<file path="src/rtl/soft_branch_metric.sv">
module soft_branch_metric #(
  parameter int N   = 2,
  parameter int B   = 3,
  parameter int INW = 4
) (
  input  logic                          clk,
  input  logic                          rst_n,
  input  logic                          in_valid,
  input  logic [N*INW-1:0]              soft_in,
  input  logic [N-1:0]                  erase_in,
  input  logic [N-1:0]                  punct_keep,
  output logic                          out_valid,
  output logic [(1<<N)*(B+N-1)-1:0]     metrics,
  output logic                          range_err
);
  localparam int NLAB = 1 << N;
  localparam int MW   = B + N - 1;
  localparam logic [B-1:0] VMAX = {B{1'b1}};

  logic [B-1:0]  lane_v [N];
  logic [N-1:0]  act;
  logic [N-1:0]  ovr;
  logic [MW-1:0] sum_c  [NLAB];

  for (genvar gi = 0; gi < N; gi++) begin : g_lane
    logic [INW-1:0] raw;
    assign raw = soft_in[gi*INW +: INW];
    if (INW > B) begin : g_chk
      assign ovr[gi] = |raw[INW-1:B];
    end else begin : g_nochk
      assign ovr[gi] = 1'b0;
    end
    assign lane_v[gi] = ovr[gi] ? VMAX : raw[B-1:0];
    assign act[gi]    = punct_keep[gi] & ~erase_in[gi];
  end

  always_comb begin
    for (int j = 0; j < NLAB; j++) begin
      sum_c[j] = '0;
      for (int i = 0; i < N; i++) begin
        if (act[i]) begin
          if (((j >> i) & 1) == 1)
            sum_c[j] = sum_c[j] + MW'(VMAX - lane_v[i]);
          else
            sum_c[j] = sum_c[j] + MW'(lane_v[i]);
        end
      end
    end
  end

  always_ff @(posedge clk) begin
    if (!rst_n) begin
      out_valid <= 1'b0;
      range_err <= 1'b0;
      metrics   <= '0;
    end else begin
      out_valid <= in_valid;
      range_err <= in_valid & (|ovr);
      if (in_valid) begin
        for (int j = 0; j < NLAB; j++)
          metrics[j*MW +: MW] <= sum_c[j];
      end
    end
  end

  assert_valid_follows_R7: assert property (@(posedge clk) disable iff (!rst_n)
    in_valid |=> out_valid);
  assert_valid_drops_R7: assert property (@(posedge clk) disable iff (!rst_n)
    !in_valid |=> !out_valid);
  assert_hold_idle_R8: assert property (@(posedge clk) disable iff (!rst_n)
    !in_valid |=> $stable(metrics));
  assert_flag_with_valid_R9: assert property (@(posedge clk) disable iff (!rst_n)
    range_err |-> out_valid);
  assert_all_inactive_zero_R4: assert property (@(posedge clk) disable iff (!rst_n)
    (in_valid && act == '0) |=> metrics == '0);
  assert_label_pair_sum_R2: assert property (@(posedge clk) disable iff (!rst_n)
    out_valid |-> (32'(metrics[MW-1:0]) + 32'(metrics[NLAB*MW-1 -: MW]))
                  == $countones($past(act)) * 32'(VMAX));
endmodule

</file>
<file path="config.mk">
export PLATFORM = sky130hd
export DESIGN_NAME = soft_branch_metric
export DESIGN_NICKNAME = d
export VERILOG_FILES = /design/src/rtl/soft_branch_metric.sv
export SDC_FILE = /design/constraint.sdc
export NUM_CORES = 1
export LEC_CHECK = 0
export BUFFER_PORTS_ARGS = -buffer_cell sky130_fd_sc_hd__buf_2
export CORE_UTILIZATION = 45
export DETAILED_ROUTE_END_ITERATION = 7
export PLACE_DENSITY_LB_ADDON = 0.25
export SETUP_SLACK_MARGIN = 0.5
export SYNTH_ARGS = -nofsm -noshare
export SYNTH_HDL_FRONTEND = slang
export SYNTH_SLANG_ARGS = --single-unit
export TNS_END_PERCENT = 1
</file>
<file path="constraint.sdc">
create_clock -name clk -period 2.15 [get_ports clk]
set_input_delay 0.215 -clock clk [delete_from_list [all_inputs] [get_ports clk]]
set_output_delay 0.215 -clock clk [all_outputs]
set_load 0.1 [all_outputs]
</file>
==> impl_metrics.tcl <==
set metrics [dict create \
    status "completed" \
    grt_max_degree 28 \
    antenna_found_initial 0 \
    grt_remaining_overflow 0 \
    fmax_mhz 564.7 \
    setup_tns_ns 0 \
    rsz0062_at_grt "yes" \
    clkPwrFrac 0.251 \
    p_switching_w 0.0003458 \
    fin_nets 217 \
    slowest_delay_ns 0.38 \
    synth_seq_cells 18 \
    final_cells 219 \
    routed_wirelength_microns 3386 \
    antenna_left 0 \
    num_rows 18 \
    path_delay_family "simple AND/OR/NAND/NOR gates" \
    timing.final.crit_share 0.8237 \
    multiInputGateArea_sq_um 853.3 \
    synthesis.instances 152 \
    layout_min_cycle_time_ns 1.771 \
    cp_max_fo 5 \
    seq_area_sq_um 360.3 \
    vdd_ir_drop_max_uv 492.5 \
    clock_tree.root_cell "clkbuf_4" \
    vias_per_cell 5.959 \
    netSwitchingFraction 0.3927 \
    syn_to_final_growth_pct 23.96 \
    crit_chain "buf_8, nor4b_4, ha_2, inv_2, fa_2, or3_4, and2_4, o211ai_1" \
    ys_warn_count 0 \
    cp_num_buf_inv 2 \
    vias 1305 \
    clock_path_buffers 2 \
    die_y_microns 55.10 \
    layout_commonest_cell "buf_2" \
    die_w_microns 55.10 \
    post_cts_hold_buffer_count 0 \
    worstSetupStartpointType "input pin" \
    seqPwrFrac 0.406 \
    p_int_w 0.0005348 \
    start_util 0.4942 \
    first_iter_violations 37 \
    worstHoldPathType "input pin to flip-flop" \
    die_area_sq_um 3035 \
    crit_required_ns 2.40 \
    worst_pin_slew_ns 0.5136 \
    p_per_area_nw_per_um2 559.9 \
    drv_cap 0 \
    layout_common_cells "buf_2, dfxtp_1, o21ai_0" \
    drive_gt1_frac 0.3280 \
    dp_hpwl_microns 2610 \
    place_congestion 0.9237 \
    p_comb_frac 0.343 \
    cts_made_buffers 3 \
    portBuffers 32 \
    cp_slowest_cell "or3_4" \
    post_drt_wl_per_cell_microns 15.46 \
    fin_ws_ns 0.3791 \
    track_usage 0.2554 \
    hold_viol 0 \
    diodes 0 \
    syn_area_per_cell_sq_um 8.347 \
    seq_area_frac_synth 0.2840 \
    drc 0 \
    synth_cell_type_count 40 \
    clk_pin_slew_ns 0.12 \
    placed_cell_area_sq_um 1503 \
    grt_pass1_wl_microns 5361 \
    syn_area_sq_um 1269 \
    endpoint_kind "flip-flop" \
    synth_fp_nets 179 \
    cts_tree "done" \
    clk_latency_ns 0.31 \
    io_pins 33 \
    drv_slew 0 \
    core-area_sq_um 2567 \
    dp_cells 214 \
    critical_path_arrival_ns 2.02 \
    n_fill_cell 250 \
    relSlewSlack 0.6528 \
    pre_cts_ws_ns 0.04847 \
    h-tree-depth 1 \
    power_leakage_nw 0.6983 \
    clkSinkCount 18 \
    setup_viol 0 \
    critPathKind "input pin to flip-flop" \
    grt_pass1_vias 1131 \
    firstDrtPassIters 4 \
    fin_area_sq_um 1573 \
    clock-skew-final_ns 0 \
]
==> flip-flops by register name, summed over array words and instances, names as in the netlist <==
signal,count
range_err,1
out_valid,1
metrics,16
==> power by group through the flow <==
stage / registers (W) / logic, W / clock network, W
after floorplan: 0.000485 / 0.000102 / 0
after global placement: 0.000364 / 0.000289 / 0
after detailed placement: 0.000365 / 0.000294 / 0
after CTS: 0.000357 / 0.000294 / 0.000225
after global routing: 0.000360 / 0.000323 / 0.000240
final: 0.000357 / 0.000302 / 0.000221
==> metal layers <==
layer	GRT usage	share of wire
met1	0.3383	0.44
met2	0.4137	0.47
met3	0.04918	0.063
met4	0.08333	0.021
met5	0	0
==> stage by stage <==
step           utilization  hold slack (ns)   power, W
2_1_floorplan            -           0.3533  0.0005871
3_3_place_gp        0.5853           0.4335  0.0006526
3_5_place_dp        0.5853           0.4370  0.0006581
4_1_cts             0.6004           0.2437  0.0008772
5_1_grt             0.6126           0.2877  0.0009220
6_report            0.6126           0.2442  0.0008806
==> worst reg2reg max path: stages, from the launching register on <==
cell	delay [ns]
dfxtp_1	0.33
and3b_1	0.16
a41oi_1	0.16
o211ai_1	0.11
==> final cells by class <==
type | count | share of cell area
Multi-Input combinational cell | 115 | 0.5426
Inverter | 11 | 0.02625
Tap cell | 30 | 0.02387
Sequential cell | 18 | 0.2291
Clock buffer | 4 | 0.02307
Timing Repair Buffer | 41 | 0.1551
==> cells by family (layout without fill, tap and decap cells) <==
family / count (synthesis) / count (layout) / share of synthesized area
compound gates: 42 / 42 / 0.2209
buf+inv: 19 / 56 / 0.06213
simple gates: 58 / 58 / 0.2682
fa+ha+maj: 13 / 13 / 0.1509
xor+xnor: 2 / 2 / 0.01381
flops: 18 / 18 / 0.2840
==> path summary, 6_finish.rpt <==
| check | start | end | cells past startpoint | slack (ns) |
|---|---|---|---|---|
| worst max-delay path | erase_in[0] | metrics[6] | 8 | 0.38 |
| worst min-delay path | soft_in[4] | metrics[8] | 4 | 0.24 |
| worst max register to register | metrics[2] | metrics[2] | 3 | 1.27 |
| worst min register to register | metrics[15] | metrics[15] | 2 | 0.46 |
==> Yosys cell counts <==
master / count / share of area
o22ai_1: 1 / 0.0049
or3_1: 4 / 0.020
o21a_1: 1 / 0.0059
o211ai_1: 3 / 0.018
nand4_1: 3 / 0.015
a32o_1: 1 / 0.0079
nand3_1: 4 / 0.016
a32oi_1: 2 / 0.014
nand2b_1: 3 / 0.015
and4b_1: 1 / 0.0079
clkbuf_1: 7 / 0.021
a41oi_1: 1 / 0.0069
nor4b_2: 1 / 0.012
o221ai_1: 1 / 0.0069
xor2_1: 1 / 0.0069
nor2_1: 11 / 0.033
and3b_1: 3 / 0.021
o21ai_0: 15 / 0.059
xnor2_1: 1 / 0.0069
nor3_1: 2 / 0.0079
nor4b_1: 2 / 0.014
o311ai_0: 1 / 0.0069
and2_1: 1 / 0.0049
buf_6: 1 / 0.0089
nor2b_1: 6 / 0.030
fa_1: 4 / 0.063
and3_1: 1 / 0.0049
or4b_4: 1 / 0.011
inv_1: 11 / 0.033
nand2_1: 9 / 0.027
a31oi_1: 4 / 0.020
a211oi_1: 1 / 0.0059
o31ai_1: 1 / 0.0059
a21oi_1: 6 / 0.024
maj3_2: 1 / 0.0089
or2_2: 4 / 0.020
ha_1: 8 / 0.079
o221a_2: 4 / 0.036
dfxtp_1: 18 / 0.28
nand3b_1: 2 / 0.012
==> repair_timing <==
item	in CTS	in global routing
resized for setup	1	8
endpoints found under the setup margin	3	7
pin swaps	2	5
buffers inserted	0	1
Note: power is estimated with default switching activity, not from simulation.
